[config.mk]
export PLATFORM = sky130hd
export DESIGN_NAME = status_poller
export DESIGN_NICKNAME = d
export VERILOG_FILES = /design/src/rtl/poll_pkg.sv /design/src/rtl/poll_collect.sv /design/src/rtl/poll_compare.sv /design/src/rtl/poll_interval.sv /design/src/rtl/status_poller.sv
export SDC_FILE = /design/constraint.sdc
export NUM_CORES = 1
export LEC_CHECK = 0
export ABC_AREA = 1
export BUFFER_PORTS_ARGS = -buffer_cell sky130_fd_sc_hd__buf_2
export CORE_ASPECT_RATIO = 1.1
export CORE_MARGIN = 2
export CORE_UTILIZATION = 35
export CTS_CLUSTER_SIZE = 14
export DETAILED_ROUTE_END_ITERATION = 10
export GPL_TIMING_DRIVEN = 0
export REMOVE_ABC_BUFFERS = 1
export SETUP_SLACK_MARGIN = 0.3
export SYNTH_ARGS = -nofsm -noshare
export SYNTH_HDL_FRONTEND = slang
export SYNTH_HIERARCHICAL = 1
export SYNTH_SLANG_ARGS = --single-unit
[constraint.sdc]
create_clock -name clk -period 2.2 [get_ports clk]
set_clock_uncertainty 0.1 [all_clocks]
set_input_delay 0.22 -clock clk [delete_from_list [all_inputs] [get_ports clk]]
set_output_delay 0.22 -clock clk [all_outputs]
set_load 0.01 [all_outputs]
[src/rtl/poll_pkg.sv]
package poll_pkg;
  typedef enum logic [2:0] {
    PS_IDLE,
    PS_REQ,
    PS_RECV,
    PS_EVAL,
    PS_WAIT
  } poll_state_e;
endpackage

[src/rtl/poll_collect.sv]
module poll_collect #(
  parameter int BYTE_W    = 8,
  parameter int MAX_BYTES = 4,
  parameter int CNT_W     = 3,
  localparam int WORD_W   = BYTE_W * MAX_BYTES
) (
  input  logic              clk,
  input  logic              rst_n,
  input  logic              clr,
  input  logic              take,
  input  logic [BYTE_W-1:0] data,
  input  logic [CNT_W-1:0]  n_bytes,
  output logic              last_take,
  output logic [WORD_W-1:0] word
);
  logic [CNT_W-1:0] cnt;

  assign last_take = take && (cnt == n_bytes - CNT_W'(1));

  always_ff @(posedge clk or negedge rst_n) begin
    if (!rst_n)    cnt <= '0;
    else if (clr)  cnt <= '0;
    else if (take) cnt <= cnt + CNT_W'(1);
  end

  for (genvar i = 0; i < MAX_BYTES; i++) begin : g_lane
    always_ff @(posedge clk or negedge rst_n) begin
      if (!rst_n)                              word[i*BYTE_W +: BYTE_W] <= '0;
      else if (clr)                            word[i*BYTE_W +: BYTE_W] <= '0;
      else if (take && cnt == CNT_W'(i))       word[i*BYTE_W +: BYTE_W] <= data;
    end
  end
endmodule

[src/rtl/poll_compare.sv]
module poll_compare #(
  parameter int WORD_W = 32
) (
  input  logic [WORD_W-1:0] status,
  input  logic [WORD_W-1:0] mask,
  input  logic [WORD_W-1:0] target,
  input  logic              any_mode,
  output logic              hit
);
  logic [WORD_W-1:0] agree;

  always_comb begin
    agree = mask & ~(status ^ target);
    if (any_mode) hit = |agree;
    else          hit = (agree == mask);
  end
endmodule

[src/rtl/poll_interval.sv]
module poll_interval #(
  parameter int IVL_W = 16
) (
  input  logic             clk,
  input  logic             rst_n,
  input  logic             load,
  input  logic             run,
  input  logic [IVL_W-1:0] len,
  output logic             done
);
  logic [IVL_W-1:0] cnt;

  assign done = (cnt == IVL_W'(1));

  always_ff @(posedge clk or negedge rst_n) begin
    if (!rst_n)                 cnt <= '0;
    else if (load)              cnt <= len;
    else if (run && cnt != '0)  cnt <= cnt - IVL_W'(1);
  end
endmodule

[src/rtl/status_poller.sv]
module status_poller
  import poll_pkg::*;
#(
  parameter int BYTE_W    = 8,
  parameter int MAX_BYTES = 4,
  parameter int IVL_W     = 16,
  localparam int WORD_W   = BYTE_W * MAX_BYTES,
  localparam int CNT_W    = $clog2(MAX_BYTES + 1)
) (
  input  logic              clk,
  input  logic              rst_n,
  input  logic              start,
  input  logic              abort,
  input  logic [WORD_W-1:0] cfg_match,
  input  logic [WORD_W-1:0] cfg_mask,
  input  logic [IVL_W-1:0]  cfg_interval,
  input  logic [CNT_W-1:0]  cfg_nbytes,
  input  logic              cfg_any_mode,
  input  logic              cfg_auto_stop,
  input  logic              match_clr,
  output logic              req_valid,
  input  logic              req_ready,
  output logic [CNT_W-1:0]  req_len,
  input  logic              st_valid,
  output logic              st_ready,
  input  logic [BYTE_W-1:0] st_data,
  output logic              busy,
  output logic              match_flag,
  output logic [WORD_W-1:0] status_word
);
  poll_state_e state, nxt;

  logic [WORD_W-1:0] match_q, mask_q, word;
  logic [IVL_W-1:0]  ivl_q;
  logic [CNT_W-1:0]  len_q, len_clamp;
  logic              any_q, stop_q, abort_q;
  logic              hit, last_take, ivl_done, take;

  always_comb begin
    if (cfg_nbytes == '0)                         len_clamp = CNT_W'(1);
    else if (cfg_nbytes > CNT_W'(MAX_BYTES))      len_clamp = CNT_W'(MAX_BYTES);
    else                                          len_clamp = cfg_nbytes;
  end

  assign req_valid = (state == PS_REQ);
  assign st_ready  = (state == PS_RECV);
  assign busy      = (state != PS_IDLE);
  assign req_len   = len_q;
  assign take      = st_valid && st_ready;

  poll_collect #(.BYTE_W(BYTE_W), .MAX_BYTES(MAX_BYTES), .CNT_W(CNT_W)) u_collect (
    .clk(clk), .rst_n(rst_n),
    .clr(req_valid && req_ready), .take(take), .data(st_data),
    .n_bytes(len_q), .last_take(last_take), .word(word)
  );

  poll_compare #(.WORD_W(WORD_W)) u_compare (
    .status(word), .mask(mask_q), .target(match_q), .any_mode(any_q), .hit(hit)
  );

  poll_interval #(.IVL_W(IVL_W)) u_interval (
    .clk(clk), .rst_n(rst_n),
    .load(state == PS_EVAL), .run(state == PS_WAIT), .len(ivl_q), .done(ivl_done)
  );

  always_comb begin
    nxt = state;
    unique case (state)
      PS_IDLE: if (start) nxt = PS_REQ;
      PS_REQ:  if (req_ready) nxt = PS_RECV;
      PS_RECV: if (last_take) nxt = PS_EVAL;
      PS_EVAL: begin
        if ((stop_q && hit) || abort || abort_q) nxt = PS_IDLE;
        else if (ivl_q == '0)                    nxt = PS_REQ;
        else                                     nxt = PS_WAIT;
      end
      PS_WAIT: begin
        if (abort)         nxt = PS_IDLE;
        else if (ivl_done) nxt = PS_REQ;
      end
      default: nxt = PS_IDLE;
    endcase
  end

  always_ff @(posedge clk or negedge rst_n) begin
    if (!rst_n) state <= PS_IDLE;
    else        state <= nxt;
  end

  always_ff @(posedge clk or negedge rst_n) begin
    if (!rst_n) begin
      match_q <= '0;
      mask_q  <= '0;
      ivl_q   <= '0;
      len_q   <= CNT_W'(1);
      any_q   <= 1'b0;
      stop_q  <= 1'b0;
    end else if (state == PS_IDLE && start) begin
      match_q <= cfg_match;
      mask_q  <= cfg_mask;
      ivl_q   <= cfg_interval;
      len_q   <= len_clamp;
      any_q   <= cfg_any_mode;
      stop_q  <= cfg_auto_stop;
    end
  end

  always_ff @(posedge clk or negedge rst_n) begin
    if (!rst_n)                 abort_q <= 1'b0;
    else if (state == PS_EVAL || state == PS_IDLE)
                                abort_q <= 1'b0;
    else if (abort && (state == PS_REQ || state == PS_RECV))
                                abort_q <= 1'b1;
  end

  always_ff @(posedge clk or negedge rst_n) begin
    if (!rst_n) begin
      match_flag  <= 1'b0;
      status_word <= '0;
    end else begin
      if (state == PS_EVAL) status_word <= word;
      if (state == PS_EVAL && hit) match_flag <= 1'b1;
      else if (match_clr)          match_flag <= 1'b0;
    end
  end
endmodule

; ---- Yosys cells after proc, flatten, opt, wreduce, memory -nomap -nowiden
; Cells that the tools add are included.
; Widths: inputs -> output; s select.
[classes]
bitwise = 3
n_addsub = 3
n_eq_ne = 14
n_mux = 27
n_reduce_logical = 32
magnitude_cmp = 1
[op_table]
columns = operator, n
row1 = $mux 8, 8
row2 = $mux 3, 11
row3 = $and 32x32->32, 1
row4 = $eq 32x32->1, 1
row5 = $mux 16, 2
row6 = $not 32->32, 1
row7 = $reduce_or 32->1, 1
row8 = $xor 32x32->32, 1
row9 = $eq 16x1->1 const B, 1
row10 = $logic_not 16->1, 1
row11 = $reduce_bool 16->1, 1
row12 = $reduce_bool 2->1, 8
row13 = $sub 16x1->16 const B, 1
row14 = $pmux 3 s5, 1
row15 = $eq 3x2->1 const B, 4
row16 = $logic_and 1x1->1, 12
row17 = $logic_not 3->1, 3
row18 = $eq 3x1->1 const B, 2
row19 = $mux 1, 5
row20 = $logic_or 1x1->1, 4
row21 = $ne 2x1->1 const B, 2
row22 = $reduce_and 4->1, 1
row23 = $add 3x1->3 const B, 1
row24 = $eq 3x3->1, 1
row25 = 6 further kinds, 6
[word_totals]
out_inout_bits = 39
input_bits = 100
wordCells = 96
register_bits = 173

; ---- Depth between registers and ports, before layout
[depth]
ltp_word = 10
ltp_mapped = 18

; ---- Hierarchy
; Netlist, hierarchy kept.
[by_module_without_submodules]
columns = module, n_inst, area_each_um2, cells_per_inst
row1 = status_poller, 1, 4824.6, 563
row2 = poll_collect, 1, 1637.8, 196
row3 = poll_interval, 1, 1332.5, 177
row4 = poll_compare, 1, 1128.6, 281

; ---- Worst setup path before layout
; Ideal clock, no wire load.
[synth_path]
kind = register to register
start = reg state[0]
end = reg u_interval.cnt[3]
period_less_slack_ns = 1.789
t_arrival_ns = 1.622
setup_slack_ns = 0.411
required_time_ns = 2.033
stages_incl_launch_ff = 9
cell_sequence = dfrtp_1 > nand3_1 > clkinv_1 > buf_2 > buf_6 > inv_2 > buf_2 > nand3_1 > nand3_2
[synth_between]
elab_chain_cells = 3
elab_cells_between_ends = 5
classes_between = eq/ne (2) / mux (1) / reduce/logical (2)
[synth_rtl]
columns = element, line_no
row1 = from (decl), status_poller.sv:31  ; poll_state_e state, nxt;
row2 = from (signal assigned), status_poller.sv:87  ; else state <= nxt;
row3 = $eq 3x3->1, status_poller.sv:63  ; .load(state == PS_EVAL), .run(state == PS_WAIT), .len(ivl_q), .done(ivl_done)
row4 = $logic_and 1x1->1, poll_interval.sv:18  ; else if (run && cnt != '0) cnt <= cnt - IVL_W'(1);
row5 = $reduce_bool 2->1 (no line), --
row6 = to (signal assigned), poll_interval.sv:17  ; else if (load) cnt <= len;
row7 = to (signal assigned), poll_interval.sv:18
row8 = to (decl), poll_interval.sv:11  ; logic [IVL_W-1:0] cnt;
; Parallel ways exist; a longest one is shown, timed or not.
; A chain may end at the register's enable or synchronous reset.

; ---- Worst setup path in the final report
[layout_path]
start = reg u_collect.word[0]
end = reg state[0]
[layout_between]
elab_chain_cells = 10
elab_cells_between_ends = 11
classes_between = eq/ne (1) / mux (3) / bitwise (3) / reduce/logical (4)
[layout_rtl]
columns = element, line_no
row1 = from (decl), poll_collect.sv:14  ; output logic [WORD_W-1:0] word
row2 = "from (signal, indexed assignment)", poll_collect.sv:30  ; else if (take && cnt == CNT_W'(i)) word[i*BYTE_W +: BYTE_W] <= data;
row3 = $xor 32x32->32 *, poll_compare.sv:13  ; agree = mask & ~(status ^ target);
row4 = $not 32->32 *, poll_compare.sv:13
row5 = $and 32x32->32 *, poll_compare.sv:13
row6 = $eq 32x32->1 / $reduce_or 32->1 (equally long branches), "poll_compare.sv:15, poll_compare.sv:14"
row7 = $mux 1 *, poll_compare.sv:14  ; if (any_mode) hit = |agree;
row8 = via hit, status_poller.sv:37  ; logic hit, last_take, ivl_done, take;
row9 = $logic_and 1x1->1 *, status_poller.sv:73  ; if ((stop_q && hit) || abort || abort_q) nxt = PS_IDLE;
row10 = $logic_or 1x1->1 * (2 in a row), status_poller.sv:73
row11 = $mux 3 *, status_poller.sv:73
row12 = $pmux 3 s5 *, status_poller.sv:68  ; unique case (state)
; Mark *: on every way through the listed nets, which the timed path passes. The rest lies on a longest branch.

==> impl.org <==
** Synth
- Synthesized area :: 8920 sq um
- Yosys top cell by area :: sky130_fd_sc_hd__dfrtp_1
- Dividing the synthesized area by the synthesized cell count gives 7.33 sq um.
- FFs w/ async S/R, synth :: 1.00
- Flop and latch count out of synthesis :: 173
- The share of the Yosys chip area taken by registers is 0.485.
- Area share of the largest cell type after synthesis :: 0.482
- Synthesis instantiated 33 different standard cells from the library.
- Synthesis Warnings :: 6
- EDFF count, synth :: 0
- The most used flip-flop cell after synthesis is sky130_fd_sc_hd__dfrtp_1.
- Counting every instance in the synthesized netlist gives 1217.
- Cells taking the most area after synthesis :: sky130_fd_sc_hd__dfrtp_1, sky130_fd_sc_hd__nand2_1, sky130_fd_sc_hd__nand3_1

** GRT
- Vias in the first global route :: 7753
- Maximum number of pins on one net before global-route repair :: 91
- Combined global-route utilization of all metal layers :: 0.191
- Summed over all layers, the global routing overflow is 0.
- Number of antenna violations at the first check in global routing :: 0
- First-pass GRT wire length :: 39800 um

** Setup path
- At the worst endpoint, the required time is 2.42 ns.
- Top fanout value on the critical path :: 4
- Number of cells on the worst reg-to-reg path :: 17
- STA classifies the critical path startpoint as a flop.
- Setup crit end kind :: flop
- The worst register-to-register path ends at state[0].
- For the worst setup path, the data arrival time is 2.13 ns.
- The worst register-to-register path begins at u_collect/word[0].
- In this run the register-to-register setup slack is 0.28 ns.
- The critical path in this run is classified as flop to flop.

** Detailed routing
- Initial DRT Pass Iterations :: 7
- The first routing iteration left 507 violations.
- For this run, design rule violations remaining after detail routing come to 0.
- The final route contains 8230 vias.
- Routed Antenna Nets :: 0
- After detailed routing, the number of vias per cell comes to 4.58.
- Wirelength, routed :: 25200 um
- Average wire per cell in the routed design :: 14.0 um

** Clock network
- TritonCTS built the clock tree.
- Clk root buf :: sky130_fd_sc_hd__clkbuf_16
- Insertion delay of the later-clocked pin in the worst-skew pair :: 0.43 ns
- Inserted Clock Buffers :: 17
- Clock-pin slew was measured on the worst setup and hold paths at 0.08 ns.
- In this run the number of H-tree levels came out at 4.
- CTS Buffer Depth :: 2
- Total clock sinks :: 173

** Cells and area
- Seq. cell area :: 4330 sq um
- Total inserted antenna cells :: 0
- Once layout is complete, the cells apart from fillers number 1796.
- Of the cells placed in the final design, the portion with a size suffix greater than 1 is 0.213.
- Leaving out fill and tap cells, the most frequent cell in the layout is sky130_fd_sc_hd__nand2_1.
- Highest-count cells in the layout ignoring fill and taps :: sky130_fd_sc_hd__nand2_1, sky130_fd_sc_hd__dfrtp_1, sky130_fd_sc_hd__buf_2
- Summing all multi-input logic gate instances after layout gives 4080 sq um.
- After routing the design area is 11800 sq um.
- Number of fillers in the final layout :: 2511
- Relative to the synthesized area, the layout overhead comes to 32.1%.
- In the final design database the tool counted 1576 nets.

** STA
- Hold timing on the final database bottoms out at a slack of 0.115 ns.
- The worst path in the final design needs a cycle of 1.92 ns, including I/O delays and setup.
- Setup repair after global routing missed its margin :: yes
- Final count of negative-setup-slack endpoints :: 0
- The total count of max-transition violations in the final report is 0.
- The worst pin sits at a relative slew slack of 0.541.
- Setup slack on the critical path of the routed design comes to 0.283 ns.
- Worst-Margin Slew :: 0.689 ns
- Derived from the worst setup path, the maximum achievable clock frequency is 522 MHz.
- In the finished design, the share of the clock period the worst path needs comes to 0.871.
- Total count of hold-check failures in the final report :: 0

** Pwr
- Static power due to leakage :: 6.59 nW
- Pwr Density :: 1360 nW/um^2
- VDD sags by at most 0.556 mV.

** Die
- Initial Utilization :: 0.354
- The floorplan step set the die width to 156 um.
- The die covers 26800 sq um.
- Rows :: 61
- Number of top-level design ports :: 139
- The floorplan step defined a core boundary enclosing 25200 sq um.
- Die Y-Extent :: 171 um

** Hold path
- The path with the worst hold slack has its endpoint at u_collect/word[7].
- Hold Crit Class :: input port to flop
- The worst hold path begins at st_data[7].
- WHS Path Cells :: 5

** Placement
- OpenSTA, run right after detailed placement, puts the worst setup slack at -0.508 ns.
- Summing all placed instances gives a cell area of 9910 sq um.
- Routability Congestion :: 0.850
- Quantity of I/O buffers inserted on ports :: 138
- Detailed placement ended at an HPWL of 17100 um.
- Cell count after placement :: 1643

** Run
- Max-cap violations in this run came to 0.

** Outcome
- Run status :: finished clean
-- cell families (layout without fill, tap and decap cells) --
family,count (synthesis),count (layout),synth area share
AO/OA/AOI/OAI,14,14,0.00897
XOR/XNOR,5,5,0.00491
adder cells (fa/ha/maj),8,8,0.0112
buffers and inverters,141,402,0.0738
flip-flops,173,173,0.485
AND/OR/NAND/NOR,876,879,0.416
-- sequential cells by signal, indices dropped and copies added, names as in the netlist --
signal / flops
abort_q: 1
any_q: 1
ivl_q: 16
mask_q: 32
match_flag: 1
match_q: 32
req_len: 3
state: 3
status_word: 32
stop_q: 1
u_collect/cnt: 3
u_collect/word: 32
u_interval/cnt: 16
-- synthesized netlist by cell type (7+ instances only) --
master / count
sky130_fd_sc_hd__nand3_1: 82
sky130_fd_sc_hd__nand3b_1: 8
sky130_fd_sc_hd__nand2_4: 7
sky130_fd_sc_hd__inv_2: 14
sky130_fd_sc_hd__nand3_2: 15
sky130_fd_sc_hd__buf_4: 7
sky130_fd_sc_hd__nand2_2: 18
sky130_fd_sc_hd__buf_2: 8
sky130_fd_sc_hd__buf_6: 8
sky130_fd_sc_hd__nand2_1: 661
sky130_fd_sc_hd__dfrtp_1: 172
sky130_fd_sc_hd__clkbuf_1: 7
sky130_fd_sc_hd__ha_1: 8
sky130_fd_sc_hd__nor2_1: 66
sky130_fd_sc_hd__inv_1: 93
-- what timing repair did --
item / 4_1_cts / 5_1_grt
buffers inserted: 11 / 18
endpoints found under the hold margin: 169 / 0
resized for setup: 33 / 21
hold buffers: 89 / 0
setup endpoints to repair: 150 / 90
pin swaps: 14 / 13
gates cloned: 1 / 2
-- power breakdown --
| part | total (mW) | switching (mW) | leakage (nW) | internal (mW) |
|---|---|---|---|---|
| clock network | 2.98 | 1.46 | 0.279 | 1.52 |
| logic | 7.16 | 4.37 | 4.13 | 2.79 |
| registers | 5.88 | 1.27 | 2.18 | 4.61 |
| total | 16.0 | 7.10 | 6.59 | 8.92 |
-- per-stage QoR --
step           total power [mW]  setup TNS [ns]  utilization
2_1_floorplan              10.1          -79.96            -
3_3_place_gp               12.0         -696.51        0.387
3_5_place_dp               12.3          -20.65        0.393
4_1_cts                    15.9               0        0.460
5_1_grt                    17.4               0        0.468
6_report                   16.0               0        0.468
-- worst max-delay path by stage --
stage | from | to | slack [ns] | cells past startpoint
6_report | u_collect/word[0] | state[0] | 0.28 | 17
5_1_grt | state[2] | mask_q[27] | 0.15 | 10
4_1_cts | state[0] | u_interval/cnt[4] | 0.21 | 9
3_5_place_dp | state[1] | u_collect/word[26] | -0.51 | 6
3_3_place_gp | state[0] | u_interval/cnt[4] | -3.63 | 8
2_1_floorplan | state[0] | u_interval/cnt[4] | -1.14 | 8
-- critical path, stage by stage, from the launching register on --
cell	delay [ns]
sky130_fd_sc_hd__dfrtp_1	0.42
sky130_fd_sc_hd__inv_1	0.07
sky130_fd_sc_hd__nand2_1	0.06
sky130_fd_sc_hd__buf_4	0.12
sky130_fd_sc_hd__nand3_1	0.06
sky130_fd_sc_hd__nand2_1	0.05
sky130_fd_sc_hd__nor2_1	0.09
sky130_fd_sc_hd__nand3_1	0.08
sky130_fd_sc_hd__nor2_2	0.12
sky130_fd_sc_hd__nand3_1	0.10
sky130_fd_sc_hd__nand2_2	0.13
sky130_fd_sc_hd__nand2_2	0.08
sky130_fd_sc_hd__nand2_2	0.07
sky130_fd_sc_hd__nor2_2	0.04
sky130_fd_sc_hd__nand3_1	0.06
sky130_fd_sc_hd__nand2_1	0.06
sky130_fd_sc_hd__nand2_1	0.05
sky130_fd_sc_hd__nand2_1	0.04
-- cell type report --
| type | count | area share |
|---|---|---|
| clock buffer | 18 | 0.0364 |
| clock inverter | 14 | 0.0133 |
| inverter | 108 | 0.0372 |
| multi-input combinational | 906 | 0.346 |
| sequential | 173 | 0.368 |
| tap | 315 | 0.0334 |
| timing repair buffer | 262 | 0.166 |
-- layer usage --
| metal | vias to the layer above | GRT usage | routed length, um |
|---|---|---|---|
| met1 | 3823 | 0.254 | 11600 |
| met5 | - | 0 | 0 |
| met2 | 179 | 0.331 | 12400 |
| met3 | 20 | 0.0280 | 896 |
| li1 | 4208 | - | - |
| met4 | 0 | 0.0419 | 298 |
(Power assumes the default switching activity.)
